### src/rtl/uart_rx_pkg.sv
package uart_rx_pkg;

  typedef enum logic [2:0] {
    RX_IDLE,
    RX_START,
    RX_DATA,
    RX_PAR,
    RX_STOP
  } rx_state_e;

  function automatic logic maj3(input logic a, input logic b, input logic c);
    return (a & b) | (a & c) | (b & c);
  endfunction

endpackage

### src/rtl/uart_rx_sync.sv
module uart_rx_sync #(
  parameter int   STAGES  = 2,
  parameter logic RST_VAL = 1'b1
) (
  input  logic clk_i,
  input  logic rst_ni,
  input  logic d_i,
  output logic q_o
);

  logic [STAGES-1:0] sr_q;

  always_ff @(posedge clk_i or negedge rst_ni) begin
    if (!rst_ni) sr_q <= {STAGES{RST_VAL}};
    else         sr_q <= {sr_q[STAGES-2:0], d_i};
  end

  assign q_o = sr_q[STAGES-1];

endmodule

### src/rtl/uart_rx_bitclk.sv
// Sample counter and three-sample vote around the bit middle.
module uart_rx_bitclk #(
  parameter int OSR_NORM = 16,
  parameter int OSR_DBL  = 8,
  parameter int CW       = $clog2(OSR_NORM + 1)
) (
  input  logic          clk_i,
  input  logic          rst_ni,
  input  logic          tick_i,
  input  logic          dbl_i,
  input  logic          rx_i,
  input  logic          start_i,
  input  logic          run_i,
  output logic [CW-1:0] cnt_o,
  output logic          bit_done_o,
  output logic          bit_val_o
);

  localparam int NMid = OSR_NORM / 2 + 1;
  localparam int DMid = OSR_DBL / 2 + 1;

  logic [CW-1:0] cnt_q, osr, mid, idx;
  logic          v0_q, v1_q;

  always_comb begin
    osr = dbl_i ? CW'(OSR_DBL) : CW'(OSR_NORM);
    mid = dbl_i ? CW'(DMid) : CW'(NMid);
    idx = (cnt_q >= osr) ? CW'(1) : cnt_q + CW'(1);
  end

  always_ff @(posedge clk_i or negedge rst_ni) begin
    if (!rst_ni) begin
      cnt_q <= '0;
      v0_q  <= 1'b1;
      v1_q  <= 1'b1;
    end else if (start_i) begin
      cnt_q <= CW'(1);
    end else if (run_i && tick_i) begin
      cnt_q <= idx;
      if (idx == mid - CW'(1)) v0_q <= rx_i;
      if (idx == mid)          v1_q <= rx_i;
    end
  end

  assign cnt_o      = cnt_q;
  assign bit_done_o = run_i && tick_i && (idx == mid + CW'(1));
  assign bit_val_o  = uart_rx_pkg::maj3(v0_q, v1_q, rx_i);

endmodule

### src/rtl/uart_rx_frame.sv
// Character framing: start check, data shift, parity, stop and strobe.
module uart_rx_frame
  import uart_rx_pkg::*;
#(
  parameter int DATA_MIN = 5,
  parameter int DATA_MAX = 9,
  parameter int BW       = $clog2(DATA_MAX + 1)
) (
  input  logic                clk_i,
  input  logic                rst_ni,
  input  logic                tick_i,
  input  logic                rx_i,
  input  logic                bit_done_i,
  input  logic                bit_val_i,
  input  logic [BW-1:0]       data_bits_i,
  input  logic                par_en_i,
  input  logic                par_odd_i,
  output logic                start_o,
  output logic                run_o,
  output logic [DATA_MAX-1:0] data_o,
  output logic                valid_o,
  output logic                frame_err_o,
  output logic                parity_err_o
);

  rx_state_e           st_q;
  logic [BW-1:0]       nb, bit_idx_q;
  logic [DATA_MAX-1:0] shreg_q, data_q;
  logic                xor_q, perr_q, valid_q, fe_q, pe_q;

  always_comb begin
    if (data_bits_i < BW'(DATA_MIN))      nb = BW'(DATA_MIN);
    else if (data_bits_i > BW'(DATA_MAX)) nb = BW'(DATA_MAX);
    else                                  nb = data_bits_i;
  end

  assign start_o = (st_q == RX_IDLE) && tick_i && !rx_i;
  assign run_o   = (st_q != RX_IDLE);

  always_ff @(posedge clk_i or negedge rst_ni) begin
    if (!rst_ni) begin
      st_q      <= RX_IDLE;
      bit_idx_q <= '0;
      shreg_q   <= '0;
      xor_q     <= 1'b0;
      perr_q    <= 1'b0;
      valid_q   <= 1'b0;
      data_q    <= '0;
      fe_q      <= 1'b0;
      pe_q      <= 1'b0;
    end else begin
      valid_q <= 1'b0;
      unique case (st_q)
        RX_IDLE: if (start_o) begin
          st_q      <= RX_START;
          bit_idx_q <= '0;
          shreg_q   <= '0;
          xor_q     <= 1'b0;
          perr_q    <= 1'b0;
        end
        RX_START: if (bit_done_i) st_q <= bit_val_i ? RX_IDLE : RX_DATA;
        RX_DATA: if (bit_done_i) begin
          shreg_q[bit_idx_q] <= bit_val_i;
          xor_q              <= xor_q ^ bit_val_i;
          if (bit_idx_q == nb - BW'(1)) st_q <= par_en_i ? RX_PAR : RX_STOP;
          else                          bit_idx_q <= bit_idx_q + BW'(1);
        end
        RX_PAR: if (bit_done_i) begin
          perr_q <= bit_val_i ^ xor_q ^ par_odd_i;
          st_q   <= RX_STOP;
        end
        RX_STOP: if (bit_done_i) begin
          valid_q <= 1'b1;
          data_q  <= shreg_q;
          fe_q    <= !bit_val_i;
          pe_q    <= perr_q;
          st_q    <= RX_IDLE;  // next start may follow on the very next tick
        end
        default: st_q <= RX_IDLE;
      endcase
    end
  end

  assign data_o       = data_q;
  assign valid_o      = valid_q;
  assign frame_err_o  = fe_q;
  assign parity_err_o = pe_q;

endmodule

### src/rtl/uart_rx_sampler.sv
module uart_rx_sampler #(
  parameter int DATA_MIN = 5,
  parameter int DATA_MAX = 9,
  parameter int OSR_NORM = 16,
  parameter int OSR_DBL  = 8,
  parameter int SYNC_STG = 2,
  parameter int BW       = $clog2(DATA_MAX + 1),
  parameter int CW       = $clog2(OSR_NORM + 1)
) (
  input  logic                clk_i,
  input  logic                rst_ni,
  input  logic                tick_i,
  input  logic                dbl_i,
  input  logic [BW-1:0]       data_bits_i,
  input  logic                par_en_i,
  input  logic                par_odd_i,
  input  logic                rxd_i,
  output logic [DATA_MAX-1:0] data_o,
  output logic                valid_o,
  output logic                frame_err_o,
  output logic                parity_err_o
);

  logic          rx_s, start, run, bit_done, bit_val;
  logic [CW-1:0] smp_cnt;

  uart_rx_sync #(.STAGES(SYNC_STG), .RST_VAL(1'b1)) u_sync (
    .clk_i (clk_i),
    .rst_ni(rst_ni),
    .d_i   (rxd_i),
    .q_o   (rx_s)
  );

  uart_rx_bitclk #(.OSR_NORM(OSR_NORM), .OSR_DBL(OSR_DBL), .CW(CW)) u_bitclk (
    .clk_i     (clk_i),
    .rst_ni    (rst_ni),
    .tick_i    (tick_i),
    .dbl_i     (dbl_i),
    .rx_i      (rx_s),
    .start_i   (start),
    .run_i     (run),
    .cnt_o     (smp_cnt),
    .bit_done_o(bit_done),
    .bit_val_o (bit_val)
  );

  uart_rx_frame #(.DATA_MIN(DATA_MIN), .DATA_MAX(DATA_MAX), .BW(BW)) u_frame (
    .clk_i       (clk_i),
    .rst_ni      (rst_ni),
    .tick_i      (tick_i),
    .rx_i        (rx_s),
    .bit_done_i  (bit_done),
    .bit_val_i   (bit_val),
    .data_bits_i (data_bits_i),
    .par_en_i    (par_en_i),
    .par_odd_i   (par_odd_i),
    .start_o     (start),
    .run_o       (run),
    .data_o      (data_o),
    .valid_o     (valid_o),
    .frame_err_o (frame_err_o),
    .parity_err_o(parity_err_o)
  );

endmodule

### config.mk
export PLATFORM = sky130hd
export DESIGN_NAME = uart_rx_sampler
export DESIGN_NICKNAME = d
export VERILOG_FILES = /design/src/rtl/uart_rx_pkg.sv /design/src/rtl/uart_rx_sync.sv /design/src/rtl/uart_rx_bitclk.sv /design/src/rtl/uart_rx_frame.sv /design/src/rtl/uart_rx_sampler.sv
export SDC_FILE = /design/constraint.sdc
export NUM_CORES = 1
export LEC_CHECK = 0
export ABC_AREA = 0
export BUFFER_PORTS_ARGS = -buffer_cell sky130_fd_sc_hd__buf_2
export CAP_MARGIN = 20
export CORE_ASPECT_RATIO = 1.5
export CORE_UTILIZATION = 36
export CTS_CLUSTER_DIAMETER = 30
export DETAILED_ROUTE_END_ITERATION = 8
export GPL_ROUTABILITY_DRIVEN = 0
export SETUP_SLACK_MARGIN = 0.3
export SLEW_MARGIN = 20
export SYNTH_ARGS = -nofsm -noshare
export SYNTH_HDL_FRONTEND = slang
export SYNTH_SLANG_ARGS = --single-unit
### constraint.sdc
create_clock -name clk_i -period 3.31 [get_ports clk_i]
set_clock_uncertainty 0.15 [all_clocks]
set_input_delay 0.331 -clock clk_i [delete_from_list [all_inputs] [get_ports clk_i]]
set_output_delay 0.331 -clock clk_i [all_outputs]
set_load 0.005 [all_outputs]
==> summary by stage, run 1 <==
Status
The flow ran to the end, but the final reports show violations. The final reports fail on hold timing.

Floorplanning
The floorplan step set the die width to 66.44 µm. During I/O placement, the number of pins put on the boundary was 23. The die extent in y is 98.66 µm. The floorplan step defined a die boundary enclosing 0.006554 mm². The initialized floorplan defines 34 standard-cell rows.

For this configuration, the core starts out at a cell density of between 30 and 40%. The core region area is roughly 0.006 mm².

Place
During placement, the flow inserted port buffers numbering 22. In this run the cell area measured after placement is 0.002390 mm². The estimated wirelength of the detail-placed design is 3061 µm.

Worst hold path
The worst hold-check path type is input port to async pin.

Setup path
Data arrives at the worst endpoint at 2.83 ns. The delay of the slowest cell on the worst path is 0.50 ns. The required time of the critical path is 3.34 ns. The end of the worst register-to-register path is u_frame.data_o[8]. STA classifies the critical path startpoint as a register. The worst setup path is captured at a register. The startpoint identified for the worst register-to-register timing path is u_bitclk.cnt_o[0]. The largest fanout on the critical path is 12. The critical path in this run is classified as register to register.

The slowest stage of the critical path is the dfrtp_1 cell. The slack of the worst reg-to-reg path is 0.51 ns. The signal on the critical path passes through ha_1, inv_1, a211o_1, a32o_2, nor3_4, and3_4, mux2_2. The worst register-to-register path has a depth of 7.

Drt
Using the TritonRoute via totals, the vias-per-cell ratio works out to 5.306. The violation count after the first detailed-route iteration is 66. The number of detailed-routing iterations run before antenna repair is 4.

The residual antenna-violating net count after detailed routing is 0. Detailed routing inserted a total of 1666 vias. Summed over all layers, the routed wires come to 4228 µm. In the final routed layout, each cell accounts on average for 13.46 µm. For this run, design rule violations remaining after detail routing come to 0.

Clock network
The H-tree was split into 2 levels. The clock tree from TritonCTS is built. The deepest clock path buffer count is 2.

The post-CTS clock slew at the launch and capture registers of the worst setup and hold paths is 0.07 ns. The clock root buffer master is clkbuf_8. The number of clock sinks seen by CTS is 39. After clock tree synthesis, the setup repair step added 0 buffers. The number of clock buffers added by TritonCTS is 5. The clock network latency to the later pin of the worst-skew pair is 0.29 ns.

Power and ir drop
The worst supply voltage drop on vdd is about 0.24 mV. The analysis attributes to cell leakage a power of 1.189 nW. The cell area power density is 621.7 mW/mm².

STA
The worst hold slack across all endpoints is -0.002208 ns. Setup violations remaining at the end of the flow were counted as 0. The final-report hold violation count is 6. For the pin with the worst max-slew slack, the measured transition is 0.8581 ns.

Derived from the worst setup path, the maximum achievable clock frequency is roughly 0.36 GHz. Summed over all failing endpoints, the final setup total negative slack is 0 ns. The final max-slew violation count came to 0.

Setup repair after global routing left no endpoint under its margin. The period utilization is 84.52%. Measured against its own limit, the worst slew margin works out to 42.80%. The clock period could shrink to 2.798 ns.

Global routing
The initial antenna violation count is 0. The global-route wire length before repair is 7659 µm. In the global route stage, overall resource usage came out at between 15 and 20%. The remaining global-route overflow is 0. Entering global routing, the biggest net connects 40 pins. The via count of the first global-routing pass is between 1.5k and 2k.

Yosys
For this run, the leading register cell type out of synthesis is dfrtp_1. The Yosys step of the flow raised 0 warnings. The synthesized netlist contains 51 unique library cells. Synthesis produced a netlist with a net count of 238. The mean area per synthesized cell is 10.29 µm². The register bit total from synthesis is 39.

Counting flops with a built-in enable in the synthesized netlist gives 0. The netlist area before placement is 0.002242 mm². The cell count after synthesis is 218. The share of the Yosys chip area taken by registers is 43.75%. Of all flip-flops after synthesis, the portion carrying an async set or reset was 100.0%.

Layout
After routing the design area is between 0.002 and 0.003 mm². The commonest non-fill, non-tap cell in the layout is dfrtp_1. The fraction of layout cells with a size suffix above 1 is a little under a quarter. In the layout the commonest cells are dfrtp_1 (35), nand2_1 (28), nand3_1 (24). The number of antenna diodes in the final layout is 0. The synthesis-to-layout area growth is 12.50%. The final layout contains between 200 and 300 nets.

Job
Max-cap violations in this run came to 0.
[repair_timing]
action	CTS	global route
resized for setup	0	1
hold endpoints to repair	1	0
endpoints found under the setup margin	0	11
hold buffers	1	0
[cells in the mapped netlist, types with 3 or more instances]
master    count  share of area, %
xor2_1        3               1.2
inv_1        10               1.7
nand3b_1      3               1.0
dfrtp_1      35                39
xnor2_1       5               2.0
nor2_1        8               1.3
a21oi_1       3              0.67
o21ai_0       6               1.3
ha_1          9               5.0
nand3_1      24               5.4
o211ai_1      9               3.0
clkbuf_1      3              0.50
mux2i_1       5               2.2
mux2_4        8               5.4
nor2b_1       4               1.1
mux2_2        5               2.5
nor3_1        7               1.6
dfstp_2       4               4.7
nand2_1      28               4.7
[how the worst max path moves through the flow]
stage	startpoint	end	slack [ns]	cells past startpoint
floorplan	data_bits_i[1]	u_frame.bit_idx_q[1]	0.70	11
global placement	data_bits_i[1]	u_frame.bit_idx_q[1]	0.49	11
detailed placement	u_bitclk.cnt_o[3]	u_frame.data_o[8]	0.39	8
CTS	u_bitclk.cnt_o[3]	u_frame.data_o[8]	0.38	8
global route	u_bitclk.cnt_o[0]	u_frame.data_o[8]	0.30	7
finish	u_bitclk.cnt_o[0]	u_frame.data_o[8]	0.51	7
[through the flow]
| step | setup WS, ns | instances | total power, mW | util [%] | hold slack, ns |
|---|---|---|---|---|---|
| after floorplan | 0.6974 | 218 | 1.055 | - | -0.1146 |
| after global placement | 0.4857 | 305 | 1.150 | 40.41 | 0.1967 |
| after detailed placement | 0.3947 | 305 | 1.160 | 40.41 | 0.1973 |
| after CTS | 0.3753 | 314 | 1.588 | 42.57 | 0.03529 |
| after global routing | 0.3033 | 314 | 1.692 | 42.66 | 0.07444 |
| final | 0.5123 | 314 | 1.568 | 42.66 | -0.002208 |
[cell families after synthesis]
| logic type | share of synthesized area (%) |
|---|---|
| AOI/OAI and AO/OA | 10.99 |
| xor gates and xnor gates | 3.125 |
| adders and majority gates | 5.469 |
| buffers and inverters | 4.687 |
| DFF | 43.75 |
| muxes | 10.10 |
| and+or+nand+nor | 21.87 |
[state kept, by name (all words and copies together) (netlist names)]
name	flops
u_bitclk.v0_q	1
u_frame.valid_o	1
u_bitclk.cnt_o	5
u_frame.frame_err_o	1
u_frame.bit_idx_q	4
u_frame.shreg_q	9
u_frame.parity_err_o	1
u_frame.perr_q	1
u_bitclk.v1_q	1
u_frame.data_o	9
u_sync.sr_q	2
u_frame.xor_q	1
u_frame.st_q	3
[where the power goes]
part           switching, mW  leakage, nW  internal, mW  total (mW)
clock network          0.173       0.0612         0.244       0.417
registers             0.0950        0.458         0.555       0.650
logic                  0.287        0.670         0.214       0.501
total                  0.556         1.19          1.01        1.57
[area by class of cell]
cell class | instances | area, µm²
Tap cell | 72 | 90.09
Inverter | 10 | 37.54
Multi-Input combinational cell | 160 | 1161
Fill cell | 587 | 3391
Clock inverter | 2 | 35.03
Sequential cell | 39 | 980.9
Clock buffer | 6 | 82.58
Timing Repair Buffer | 25 | 135.1
[worst max-delay path: cells and delay by family (launching register included)]
family                     cells  cell delay (ns)
AOI/OAI and AO/OA              2             0.59
adders and majority gates      1             0.31
buffers and inverters          1             0.10
DFF                            1             0.50
muxes                          1             0.36
and+or+nand+nor                2             0.68
[metal layers]
| metal | up-vias | part of all wire [%] | GRT usage (%) |
|---|---|---|---|
| li1 | 825 | - | - |
| met1 | 809 | 44 | 18.40 |
| met2 | 25 | 51 | 25.20 |
| met3 | 7 | 2.7 | 3.704 |
| met4 | 0 | 2.2 | 8.347 |
| met5 | - | 0 | 0 |
(Power assumes the default switching activity.)
==> run 2, diff against run 1 <==
clock period = 2.8 ns   (was 3.31 ns; I/O delays follow)
==> summary by stage, run 2 (synthesized netlist as in run 1, its figures left out) <==
STA
The relative slew slack is roughly 42%. The final max-slew violation count came to 0. After layout, the worst path uses 88.96% of the clock period. Setup violations remaining at the end of the flow were counted as 0. The final period demand of the worst path is 2.491 ns.

The worst path meets setup with 0.3090 ns of slack. Adding up every negative setup slack in the final design gives 0 ns. Setup repair after global routing could not meet its margin everywhere. Based on the critical path, the design can be clocked at up to 0.4014 GHz. The final-report hold violation count is 0.

The worst hold slack across all endpoints is 0.2075 ns. At the pin with the least slew margin, the transition time is 0.8680 ns.

Place
Buffers placed on the I/O ports in this run total 22. The HPWL after detailed placement is 3264 µm. The post-placement setup slack is 0.07056 ns.

The number of placed instances, taps included, is 309.

Layout
The post-layout instance count excluding filler cells is between 300 and 400. Leaving out fill and tap cells, the most frequent cells in the layout are dfrtp_1 (33), nand2_1 (27), nand3_1 (23). The fraction of layout cells with a size suffix above 1 is 32.70%. The synthesis-to-layout area growth is 27.12%.

The repair_antennas step left the layout with diodes totalling 0. The final-stage net count is 282. Leaving out fill and tap cells, the most frequent cell in the layout is dfrtp_1.

The final core area utilization is ~48%.

Status
The run finished with clean final reports.

Floorplanning
The effective utilization at floorplan is 37.92%. The die is 98.66 µm tall. The width of the die is 66.44 µm.

The number of rows in the core area is 34. The core region area is approximately 0.006 mm². The die outline area is 0.006554 mm². The I/O pin total is 23.

Drt
The pre-antenna-repair detailed-routing pass consisted of 4 iterations. In the final routed layout, each cell accounts on average for 14.23 µm. The post-route DRC violation count is 0. Wires add up to 4766 µm. The detailed router finished its first iteration with 84 violations. The ratio of routed vias to standard cells is 5.284.

The number of vias in the routed layout is 1770. The residual antenna-violating net count after detailed routing is 0.

Setup path
STA classifies the critical path endpoint as a register. STA classifies the critical path startpoint as a register. By startpoint and endpoint, the worst setup path is classified as register to register. In this run the worst path has a maximum fanout of 5. Traced cell by cell, the critical path runs through inv_2, ha_4, and4b_1, nor3_4, nand2_4, nor3_4, and3_4, clkbuf_16, mux2_4.

The required time of the critical path is 2.83 ns. Data arrives at the worst endpoint at 2.52 ns. The cell repeated most along the worst path is nor3_4. The worst register-to-register path has a setup slack of around 0.31 ns.

The worst register-to-register path has a depth of 9. In this design, the stage delay of the slowest critical-path cell is 0.43 ns. The worst register-to-register path begins at u_bitclk.cnt_o[3]. The end of the worst register-to-register path is u_frame.data_o[2]. The critical path's slowest cell is dfrtp_1.

Global routing
Summed over all layers, the global routing overflow is 0. The first global-routing pass estimated 7879 µm of wire. The total routing resource utilization after global routing is 15.89%. Entering global routing, the biggest net connects 40 pins. The via count of the first global-routing pass is 1678. The initial antenna violation count is 0.

Clock network
TritonCTS built the clock tree. After clock tree synthesis, the clock-pin slew on the worst setup and hold paths is about 0.080 ns. The tree is rooted in a clkbuf_8. The number of H-tree levels is 2. Counting the buffers created by CTS gives 5. The deepest clock path buffer count is 2. The clock network latency to the later pin of the worst-skew pair is a little under 0.3 ns.

The number of clock sinks seen by CTS is 39.

Power and ir drop
The analysis attributes to cell leakage a power of 1.322 nW. Dividing total power by cell area gives a power density of 723.4 mW/mm². VDD sags by at most 0.2960 mV.

Worst hold path
The endpoint with the worst hold slack is u_sync.sr_q[1]. The min-delay analysis places its worst path in the category register to register. The start point of the worst hold path is u_sync.sr_q[0].

The worst hold path depth is 0.

Job
The count of max-cap constraint violations is 0.
-- run 2: stage by stage --
stage	instance area, µm²	power (mW)
6_report	2850	2.062
2_1_floorplan	2262	1.257
3_5_place_dp	2430	1.403
5_1_grt	2850	2.209
4_1_cts	2668	2.010
3_3_place_gp	2430	1.386
-- run 2: critical path, delay by kind of cell (launching register included) --
| kind | cells | cell delay [ns] |
|---|---|---|
| AND/OR/NAND/NOR | 5 | 1.05 |
| flip-flops | 1 | 0.43 |
| multiplexers | 1 | 0.29 |
| buffers and inverters | 2 | 0.27 |
| adder cells (fa/ha/maj) | 1 | 0.19 |
-- run 2: repair_timing --
item	4_1_cts	5_1_grt
setup buffers	8	6
endpoints found under the setup margin	20	27
cloned	0	2
pin swaps	3	8
hold buffers	2	0
endpoints found under the hold margin	36	0
gates resized for setup	0	17
-- run 2: worst max path at each step --
stage | end | cells after the start | from
floorplan | u_frame.bit_idx_q[1] | 11 | data_bits_i[1]
global placement | u_frame.bit_idx_q[1] | 11 | data_bits_i[1]
detailed placement | u_frame.bit_idx_q[0] | 11 | data_bits_i[1]
CTS | u_frame.data_o[0] | 8 | u_bitclk.cnt_o[0]
global route | u_frame.data_o[3] | 10 | u_bitclk.cnt_o[1]
finish | u_frame.data_o[2] | 9 | u_bitclk.cnt_o[3]
-- run 2: per-layer routing --
metal  global-route usage [%]  vias to the layer above  routed length, µm
met5                        0                        -                  0
met4                    7.201                        0                116
met3                    3.125                       11                147
met2                    27.16                       34               2508
met1                    18.75                      859               1994
li1                         -                      866                  -
-- run 2: power by group --
part	internal [mW]	switching, mW	leakage, nW	total, mW
sequential	0.657	0.102	0.456	0.759
combinational	0.350	0.395	0.801	0.746
clock	0.356	0.201	0.0654	0.557
-- run 2: final cells by class --
class                      instances  area, µm²
multi-input combinational        160       1224
inverter                          10      37.54
clock inverter                     2      60.06
sequential                        39      983.4
clock buffer                       6      72.57
timing repair buffer              46      382.9
fill                             529       3063
tap                               72      90.09
